$ cat src/rtl/sram_cs_pkg.sv
// Shared definitions for the SRAM chip-select cycle generator.
// Assumes a fixed 32-bit timing register; field positions are fixed here.
package sram_cs_pkg;
    localparam int unsigned REG_W     = 32;
    localparam int unsigned BAS_BIT   = 20;
    localparam int unsigned SETUP_LSB = 11;
    localparam int unsigned WAIT_LSB  = 7;
    localparam int unsigned HOLD_LSB  = 0;
    localparam logic [REG_W-1:0] REG_WR_MASK = 32'h0010_1FC3;
    localparam logic [REG_W-1:0] REG_RESET   = 32'h0000_0500;

    typedef enum logic [2:0] {
        PH_IDLE,
        PH_SETUP,
        PH_STROBE,
        PH_HOLD,
        PH_DONE
    } phase_e;
endpackage

$ cat src/rtl/sram_cs_wait_reg.sv
// Timing register: stores writable fields, clears reserved bits, and
// remembers whether software has written it since reset.
// Assumes writes arrive as single-tick strobes.
module sram_cs_wait_reg
    import sram_cs_pkg::*;
(
    input  logic             clk,
    input  logic             rst_n,
    input  logic             wr_en,
    input  logic [REG_W-1:0] wdata,
    output logic [REG_W-1:0] rdata,
    output logic             bas,
    output logic [1:0]       setup,
    output logic [3:0]       acc_wait,
    output logic [1:0]       hold,
    output logic             configured
);
    logic [REG_W-1:0] reg_q;
    logic             cfg_q;

    // Register storage with reserved-bit masking and configured flag.
    always_ff @(posedge clk) begin
        if (!rst_n) begin
            reg_q <= REG_RESET;
            cfg_q <= 1'b0;
        end else if (wr_en) begin
            reg_q <= wdata & REG_WR_MASK;
            cfg_q <= 1'b1;
        end
    end

    assign rdata      = reg_q;
    assign bas        = reg_q[BAS_BIT];
    assign setup      = reg_q[SETUP_LSB +: 2];
    assign acc_wait   = reg_q[WAIT_LSB +: 4];
    assign hold       = reg_q[HOLD_LSB +: 2];
    assign configured = cfg_q;
endmodule

$ cat src/rtl/sram_cs_seq.sv
// Cycle sequencer: accepts one request when idle and configured, snapshots
// the timing fields and request, then steps setup, strobe, hold and done
// phases by counting half bus-cycle ticks. Captures read data on the last
// strobe tick. Assumes the timing fields stay valid at acceptance.
module sram_cs_seq
    import sram_cs_pkg::*;
#(
    parameter int unsigned ADDR_W = 32,
    parameter int unsigned DATA_W = 32,
    localparam int unsigned BE_W  = DATA_W / 8,
    localparam int unsigned CNT_W = 6
) (
    input  logic              clk,
    input  logic              rst_n,
    input  logic              start,
    input  logic              cfg_bas,
    input  logic [1:0]        cfg_setup,
    input  logic [3:0]        cfg_wait,
    input  logic [1:0]        cfg_hold,
    input  logic              req_write,
    input  logic [ADDR_W-1:0] req_addr,
    input  logic [DATA_W-1:0] req_wdata,
    input  logic [BE_W-1:0]   req_be,
    input  logic [DATA_W-1:0] bus_din,
    output phase_e            phase,
    output logic              write_q,
    output logic              bas_q,
    output logic [BE_W-1:0]   be_q,
    output logic [ADDR_W-1:0] addr_q,
    output logic [DATA_W-1:0] wdata_q,
    output logic [DATA_W-1:0] rdata_q
);
    phase_e           ph_q;
    logic [CNT_W-1:0] cnt_q;
    logic [3:0]       wait_q;
    logic [1:0]       hold_q;
    logic             last_tick;

    assign last_tick = (cnt_q == '0);

    // Phase stepping and tick counter.
    always_ff @(posedge clk) begin
        if (!rst_n) begin
            ph_q  <= PH_IDLE;
            cnt_q <= '0;
        end else begin
            unique case (ph_q)
                PH_IDLE: if (start) begin
                    ph_q  <= PH_SETUP;
                    cnt_q <= CNT_W'({cfg_setup, 1'b0});
                end
                PH_SETUP: if (last_tick) begin
                    ph_q  <= PH_STROBE;
                    cnt_q <= CNT_W'({wait_q, 1'b1});
                end else begin
                    cnt_q <= cnt_q - CNT_W'(1);
                end
                PH_STROBE: if (last_tick) begin
                    if (hold_q != 2'd0) begin
                        ph_q  <= PH_HOLD;
                        cnt_q <= CNT_W'({hold_q - 2'd1, 1'b1});
                    end else begin
                        ph_q <= PH_DONE;
                    end
                end else begin
                    cnt_q <= cnt_q - CNT_W'(1);
                end
                PH_HOLD: if (last_tick) begin
                    ph_q <= PH_DONE;
                end else begin
                    cnt_q <= cnt_q - CNT_W'(1);
                end
                default: ph_q <= PH_IDLE;
            endcase
        end
    end

    // Snapshot of request and timing fields at acceptance.
    always_ff @(posedge clk) begin
        if (!rst_n) begin
            write_q <= 1'b0;
            bas_q   <= 1'b0;
            be_q    <= '0;
            addr_q  <= '0;
            wdata_q <= '0;
            wait_q  <= '0;
            hold_q  <= '0;
        end else if (ph_q == PH_IDLE && start) begin
            write_q <= req_write;
            bas_q   <= cfg_bas;
            be_q    <= req_be;
            addr_q  <= req_addr;
            wdata_q <= req_wdata;
            wait_q  <= cfg_wait;
            hold_q  <= cfg_hold;
        end
    end

    // Read data capture on the final strobe tick.
    always_ff @(posedge clk) begin
        if (!rst_n) begin
            rdata_q <= '0;
        end else if (ph_q == PH_STROBE && last_tick && !write_q) begin
            rdata_q <= bus_din;
        end
    end

    assign phase = ph_q;
endmodule

$ cat src/rtl/sram_cs_strobe.sv
// Strobe shaper: decodes the sequencer phase into chip select, read strobe,
// per-lane write enables and direction, following the byte-lane mode bit.
// Assumes phase, direction and mode are registered upstream.
module sram_cs_strobe
    import sram_cs_pkg::*;
#(
    parameter int unsigned BE_W = 4
) (
    input  phase_e          phase,
    input  logic            write_q,
    input  logic            bas_q,
    input  logic [BE_W-1:0] be_q,
    output logic            cs_n,
    output logic            rd_n,
    output logic [BE_W-1:0] we_n,
    output logic            rdwr_n
);
    logic in_cycle;
    logic in_strobe;

    assign in_cycle  = (phase == PH_SETUP) || (phase == PH_STROBE) || (phase == PH_HOLD);
    assign in_strobe = (phase == PH_STROBE);
    assign cs_n      = !in_cycle;
    assign rd_n      = !(in_strobe && !write_q);
    assign rdwr_n    = bas_q ? !(in_strobe && write_q) : !(in_cycle && write_q);

    // One write-enable decoder per byte lane.
    for (genvar i = 0; i < BE_W; i++) begin : g_lane
        assign we_n[i] = bas_q ? !(in_cycle && be_q[i])
                               : !(in_strobe && write_q && be_q[i]);
    end
endmodule

$ cat src/rtl/sram_cs_cycle_gen.sv
// Top of the SRAM chip-select cycle generator: timing register, sequencer
// and strobe shaper. Runs on a clock at twice the bus rate. Assumes the
// register is written before the first request and not during a cycle.
module sram_cs_cycle_gen
    import sram_cs_pkg::*;
#(
    parameter int unsigned ADDR_W = 32,
    parameter int unsigned DATA_W = 32,
    localparam int unsigned BE_W  = DATA_W / 8
) (
    input  logic              clk,
    input  logic              rst_n,
    input  logic              reg_wr,
    input  logic [31:0]       reg_wdata,
    output logic [31:0]       reg_rdata,
    input  logic              req_valid,
    input  logic              req_write,
    input  logic [ADDR_W-1:0] req_addr,
    input  logic [DATA_W-1:0] req_wdata,
    input  logic [BE_W-1:0]   req_be,
    output logic              req_ready,
    output logic [DATA_W-1:0] req_rdata,
    output logic [ADDR_W-1:0] bus_addr,
    output logic              bus_cs_n,
    output logic              bus_rd_n,
    output logic [BE_W-1:0]   bus_we_n,
    output logic              bus_rdwr_n,
    output logic [DATA_W-1:0] bus_dout,
    input  logic [DATA_W-1:0] bus_din
);
    logic       f_bas;
    logic [1:0] f_setup;
    logic [3:0] f_wait;
    logic [1:0] f_hold;
    logic       cfg_seen;
    phase_e     phase;
    logic       write_q;
    logic       bas_q;
    logic [BE_W-1:0] be_q;

    sram_cs_wait_reg u_reg (
        .clk        (clk),
        .rst_n      (rst_n),
        .wr_en      (reg_wr),
        .wdata      (reg_wdata),
        .rdata      (reg_rdata),
        .bas        (f_bas),
        .setup      (f_setup),
        .acc_wait   (f_wait),
        .hold       (f_hold),
        .configured (cfg_seen)
    );

    sram_cs_seq #(.ADDR_W(ADDR_W), .DATA_W(DATA_W)) u_seq (
        .clk       (clk),
        .rst_n     (rst_n),
        .start     (req_valid && cfg_seen),
        .cfg_bas   (f_bas),
        .cfg_setup (f_setup),
        .cfg_wait  (f_wait),
        .cfg_hold  (f_hold),
        .req_write (req_write),
        .req_addr  (req_addr),
        .req_wdata (req_wdata),
        .req_be    (req_be),
        .bus_din   (bus_din),
        .phase     (phase),
        .write_q   (write_q),
        .bas_q     (bas_q),
        .be_q      (be_q),
        .addr_q    (bus_addr),
        .wdata_q   (bus_dout),
        .rdata_q   (req_rdata)
    );

    sram_cs_strobe #(.BE_W(BE_W)) u_strobe (
        .phase   (phase),
        .write_q (write_q),
        .bas_q   (bas_q),
        .be_q    (be_q),
        .cs_n    (bus_cs_n),
        .rd_n    (bus_rd_n),
        .we_n    (bus_we_n),
        .rdwr_n  (bus_rdwr_n)
    );

    assign req_ready = (phase == PH_DONE);
endmodule

$ cat config.mk
export PLATFORM = sky130hd
export DESIGN_NAME = sram_cs_cycle_gen
export DESIGN_NICKNAME = d
export VERILOG_FILES = /design/src/rtl/sram_cs_pkg.sv /design/src/rtl/sram_cs_wait_reg.sv /design/src/rtl/sram_cs_seq.sv /design/src/rtl/sram_cs_strobe.sv /design/src/rtl/sram_cs_cycle_gen.sv
export SDC_FILE = /design/constraint.sdc
export NUM_CORES = 1
export LEC_CHECK = 0
export ABC_AREA = 1
export BUFFER_PORTS_ARGS = -buffer_cell sky130_fd_sc_hd__buf_2
export CAP_MARGIN = 25
export CORE_ASPECT_RATIO = 1.5
export CORE_MARGIN = 3
export CORE_UTILIZATION = 45
export DETAILED_ROUTE_END_ITERATION = 10
export PLACE_DENSITY = 0.8
export SLEW_MARGIN = 10
export SYNTH_ARGS = -nofsm -noshare
export SYNTH_HDL_FRONTEND = slang
export SYNTH_SLANG_ARGS = --single-unit
$ cat constraint.sdc
create_clock -name clk -period 1.7 [get_ports clk]
set_input_delay 0.085 -clock clk [delete_from_list [all_inputs] [get_ports clk]]
set_output_delay 0.085 -clock clk [all_outputs]
set_load 0.01 [all_outputs]
Word level (Yosys, flattened, before mapping)
Index checks and enable logic that the tools add are counted.
{"block": "word_totals", "ff_bits": 128, "inputBits": 137, "output_inout_bits": 136, "word_cells": 77}
{"block": "classes", "addsub": 2, "eq_ne": 10, "muxes": 17, "reduce_logical": 36}
{"op": "$mux 6", "n": 5}
{"op": "$pmux 6 s4", "n": 1}
{"op": "$logic_and 1x1->1", "n": 15}
{"op": "$mux 3", "n": 5}
{"op": "$logic_not 1->1", "n": 13}
{"op": "$pmux 3 s4", "n": 1}
{"op": "$reduce_and 4->1", "n": 2}
{"op": "$eq 3x2->1 const B", "n": 2}
{"op": "$logic_not 6->1", "n": 1}
{"op": "$ne 2x1->1 const B", "n": 3}
{"op": "$sub 6x1->6 const B", "n": 1}
{"op": "$mux 1", "n": 5}
{"op": "$ne 2x2->1 const B", "n": 2}
{"op": "$reduce_bool 4->1", "n": 1}
{"op": "$eq 3x1->1 const B", "n": 1}
{"op": "$eq 3x3->1 const B", "n": 1}
{"op": "$logic_not 3->1", "n": 1}
{"op": "$ne 3x3->1 const B", "n": 1}
{"op": "$logic_or 1x1->1", "n": 2}
{"op": "$reduce_bool 2->1", "n": 1}
{"op": "$sub 2x1->2 const B", "n": 1}

Logic depth before layout (Yosys ltp)
{"block": "depth", "ltp_word": 6, "depth_mapped": 11, "ltp_nobuf": 11}

Hierarchy
A second synthesis with hierarchy kept.
{"block": "unflattened", "cells_unflattened": 691, "hier_area_um2": 5365.1}
{"module": "sram_cs_seq", "n_inst": 1, "cells_per_inst": 570, "area_each_um2": 4549.4, "seq_area_each_um2": 2342.2}
{"module": "sram_cs_wait_reg", "n_inst": 1, "cells_per_inst": 94, "area_each_um2": 676.9, "seq_area_each_um2": 220.2}
{"module": "sram_cs_strobe", "n_inst": 1, "cells_per_inst": 22, "area_each_um2": 117.6, "seq_area_each_um2": 0.0}
{"module": "sram_cs_cycle_gen", "n_inst": 1, "cells_per_inst": 5, "area_each_um2": 21.3, "seq_area_each_um2": 0.0}

Worst setup path before layout
Ideal clock, no wire load.
{"block": "synth_path", "kind": "register to register", "start": "register u_seq.hold_q[0]", "end": "register u_seq.cnt_q[4]", "setup_ns": 0.113, "arrival_ns": 1.280, "required_time_ns": 1.587, "path_slack_ns": 0.307, "stages_incl_launch_ff": 12, "path_buffers": 0, "period_less_slack_ns": 1.393, "path_cell_list": "dfxtp_1 -> inv_1 -> ha_1 -> or2_1 -> nand2_1 -> nor2_1 -> nor2_2 -> nand2_2 -> nand2_1 -> nand2_1 -> o21ai_1 -> inv_1"}
{"block": "synth_via", "elab_chain_cells": 3}
{"item": "start: declaration", "line": "sram_cs_seq.sv:36", "rtl": "logic [1:0] hold_q;"}
{"item": "start signal: assignment", "line": "sram_cs_seq.sv:95", "rtl": "hold_q <= cfg_hold;"}
{"item": "$reduce_bool 2->1", "line": "sram_cs_seq.sv:59", "rtl": "if (hold_q != 2'd0) begin"}
{"item": "$ne 3x3->1 (no source line)"}
{"item": "$reduce_and 4->1 (no source line)"}
{"item": "end signal: assignment", "line": "sram_cs_seq.sv:56", "rtl": "cnt_q <= cnt_q - CNT_W'(1);"}
{"item": "end signal: assignment", "line": "sram_cs_seq.sv:61", "rtl": "cnt_q <= CNT_W'({hold_q - 2'd1, 1'b1});"}
{"item": "end signal: assignment", "line": "sram_cs_seq.sv:66", "rtl": "cnt_q <= cnt_q - CNT_W'(1);"}
{"item": "end: declaration", "line": "sram_cs_seq.sv:34", "rtl": "logic [CNT_W-1:0] cnt_q;"}
No other way between the ends.
A chain may end at the register's enable or synchronous reset.

Worst setup path after layout
{"block": "layout_path", "start": "register u_seq.ph_q[0] (netlist: u_seq.phase[0])", "end": "register u_seq.addr_q[29]"}
{"block": "layout_via", "elab_chain_cells": 2}
{"item": "start: declaration", "line": "sram_cs_seq.sv:33", "rtl": "phase_e ph_q;"}
{"item": "start signal: assignment", "line": "sram_cs_seq.sv:44", "rtl": "ph_q <= PH_IDLE;"}
{"item": "start signal: assignment", "line": "sram_cs_seq.sv:49", "rtl": "ph_q <= PH_SETUP;"}
{"item": "start signal: assignment", "line": "sram_cs_seq.sv:53", "rtl": "ph_q <= PH_STROBE;"}
{"item": "$logic_not 3->1", "line": "sram_cs_seq.sv:88", "rtl": "end else if (ph_q == PH_IDLE && start) begin"}
{"item": "$logic_and 1x1->1", "line": "sram_cs_seq.sv:88"}
{"item": "end signal: assignment", "line": "sram_cs_seq.sv:92", "rtl": "addr_q <= req_addr;"}
{"item": "end: declaration", "line": "sram_cs_seq.sv:29", "rtl": "output logic [ADDR_W-1:0] addr_q,"}
No other way between the ends.

==> qor.yml <==
hold_viol_final: 0
portBuffers: 228
crit_chain: "nor2_4 > nand3_4 > buf_12 > o21ai_0 > a21oi_1"
switchingPower_uw: 3335
place_ws_ps: 165.5
drive_gt1_frac: 0.2970
dieHeight_um: 136.2
totalWireLength_mm: 17.22
crit_arrival_ps: 1850
cp.buffers_inverters: 1
status: "finished, final reports clean"
h-tree-depth: 4
clock_sinks: 128
grt_pass1_wl_mm: 26.17
sw_frac_of_total: 0.3173
antenna_found_initial: 0
start_util: 0.4697
synthesis.area_um2: 5082
place_congestion: 0.8776
drt-initial-drc-count: 233
fin_crit_sh: 0.9354
pwr_density_cell_nw_per_um2: 1303
crit-reg2reg-launch: "u_seq.phase[0]"
reg2reg_to: "u_seq.addr_q[29]"
slowest_stage: "dfxtp_2"
via_count: 5584
drc: 0
grt_pass1_vias: 5535
p_int_uw: 7176
hp-start: "req_wdata[22]"
timing.max_cap.violations: 0
io_pins: 273
drv_slew: 0
seq_area_frac_synth: 0.5042
first_pass_iters: 5
yosysWarnings: 0
layout.nets: 1127
setup_viol: 0
design_area_um2: 8068
pwr-share-seq: 0.356
clk_latency_ps: 400
global_route.usage.total: 0.2608
grt_max_degree: 74
core_um2: 10820
fin_worst_skew_ps: 7.896
synth.top_cell.area_share: 0.5042
ys_ff_latch: 128
worst-r2r-cell-count: 5
antenna_cells: 0
ant_nets: 0
holdCritPathClass: "primary input to flop"
vias_per_cell: 4.881
synthTopCellsByArea: "dfxtp_1, o21ai_0, a21oi_1"
worstPathMaxFanout: 33
hold_path_depth: 3
synth-main-ff-cell: "dfxtp_1"
cp-end-kind: "flop"
hpwl_mm: 9.399
root_buffer: "clkbuf_16"
ys_async_sr_fraction: 0
synth_cell_types: 29
syn_to_final_growth_pct: 58.74
die-area_um2: 12630
comb_power_share: 0.273
p_clk_frac: 0.371
post_dp_cell_area_um2: 6223
critPathTopFamily: "simple AND/OR/NAND/NOR gates"
ir_drop_mv: 1.004
cts.clk_slew.worst_paths_ps: 60
die_w_um: 92.77
num-fill-cells: 746
crit_type: "flop to flop"
worst_ep_required_time_ps: 1960
detail_route.wl_per_cell_um: 15.05
fin_crit_ps: 1590
rows: 46
min_to: "u_seq.wdata_q[22]"
synth_commonest_cells: "dfxtp_1, nor2_1, inv_1, o21ai_0, a21oi_1"
yosys.area.top_type: "dfxtp_1"
synth_edf_count: 0
setup_slack_ps: 109.8
clockBufferDepth: 2
cpPeakStageDelay_ps: 350
critPathLaunchType: "flop"
cts_tree: "yes"
synthCells: 653
grt.overflow.total: 0
p_leak_uw: 0.003772
reg2reg_setup_slack_ps: 110
cts_buffers: 17
syn_area_per_cell_um2: 7.783
fmax_ghz: 0.6289
yosys.cell_count.top_type: "dfxtp_1"
==> stage by stage <==
stage          total power [uW]  setup TNS (ps)    util  hold WS (ps)  std cells
2_1_floorplan              5437               0       -         211.4        674
3_3_place_gp               6133               0  0.5752         298.5        994
3_5_place_dp               6196               0  0.5752         304.7        994
4_1_cts                   10350               0  0.7394         1.452       1139
5_1_grt                   11060          -31.82  0.7456         24.90       1144
6_report                  10510               0  0.7456         12.94       1144
==> metal layers <==
layer | GRT usage | routed length, um | part of all wire | vias up
met4 | 0.1263 | 784 | 0.046 | 0
met3 | 0.06811 | 1207 | 0.070 | 63
met1 | 0.2568 | 5905 | 0.34 | 2520
met2 | 0.4962 | 9325 | 0.54 | 284
met5 | 0 | 0 | 0 | -
li1 | - | - | - | 2717
==> final cells by class <==
cell class,instances,area [um^2],share of cell area
clock buffers,18,439.2,0.05444
clock inverters,14,202.7,0.02512
inverters,96,365.4,0.04529
multi-input cells,391,1898,0.2353
flip-flops and latches,128,2567,0.3182
well taps,144,180.2,0.02233
repair buffers,353,2415,0.2993
==> worst min-delay path, stage by stage <==
cell and delay [ps]:
buf_2 70, o21ai_0 90, a21oi_1 120
==> kinds of logic (layout without fill, tap and decap cells) <==
logic type / count (synthesis) / after routing / share of synthesized area
AOI/OAI and AO/OA: 208 / 208 / 0.2070
buffers and inverters: 156 / 481 / 0.1460
and+or+nand+nor: 153 / 154 / 0.1278
DFF: 128 / 128 / 0.5042
xor gates and xnor gates: 4 / 4 / 0.006894
adders and majority gates: 3 / 3 / 0.007386
other: 1 / 22 / 0.0007378
==> layout by cell type (no fill, tap or decap), types with 2 or more instances in the layout <==
master,Yosys,routed
o21ai_1,37,37
o21ai_0,86,85
buf_12,0,4
buf_4,26,9
nand2_2,2,2
nor3_1,3,3
a21oi_1,81,81
clkinvlp_4,0,3
nand2_1,32,31
inv_6,0,5
nor2_1,95,95
bufinv_16,0,4
buf_2,15,227
xor2_1,3,3
inv_2,5,4
dfxtp_1,128,124
inv_1,90,90
nor2_4,3,5
dlygate4sd3_1,0,113
nand2_4,1,2
ha_1,3,2
dfxtp_2,0,4
o211ai_1,2,2
nand3_1,11,11
conb_1,1,22
clkbuf_16,0,17
inv_4,1,2
==> how the worst max path moves through the flow <==
stage | start | to | slack [ps] | depth (start not counted)
floorplan | u_seq.hold_q[0] | u_seq.cnt_q[4] | 310 | 11
global placement | u_seq.phase[0] | u_seq.wdata_q[31] | 180 | 5
detailed placement | u_seq.hold_q[0] | u_seq.cnt_q[2] | 170 | 11
CTS | u_seq.phase[1] | bus_we_n[0] | 10 | 6
global route | u_seq.hold_q[0] | u_seq.cnt_q[2] | -30 | 11
finish | u_seq.phase[0] | u_seq.addr_q[29] | 110 | 5
==> power groups by stage <==
| stage | Sequential [uW] | Clock [uW] | Combinational (uW) |
|---|---|---|---|
| floorplan | 3920 | 0 | 1520 |
| global placement | 3760 | 0 | 2380 |
| detailed placement | 3770 | 0 | 2430 |
| CTS | 3710 | 3980 | 2650 |
| global route | 3790 | 4100 | 3170 |
| finish | 3740 | 3900 | 2870 |
==> flip-flops by register name (all words and copies together) (netlist names) <==
register	count
u_seq.cnt_q	6
u_seq.write_q	1
u_seq.hold_q	2
u_reg.configured	1
u_seq.rdata_q	32
u_seq.phase	3
u_seq.bas_q	1
u_seq.addr_q	32
u_seq.be_q	4
u_seq.wait_q	4
u_reg.rdata	10
u_seq.wdata_q	32
==> what timing repair did <==
action	4_1_cts	5_1_grt
buffers inserted	0	4
gates resized for setup	2	10
gates cloned	0	1
pin swaps	0	5
hold buffers	113	0
endpoints found under the setup margin	4	21
endpoints found under the hold margin	111	0
(Power assumes the default switching activity.)
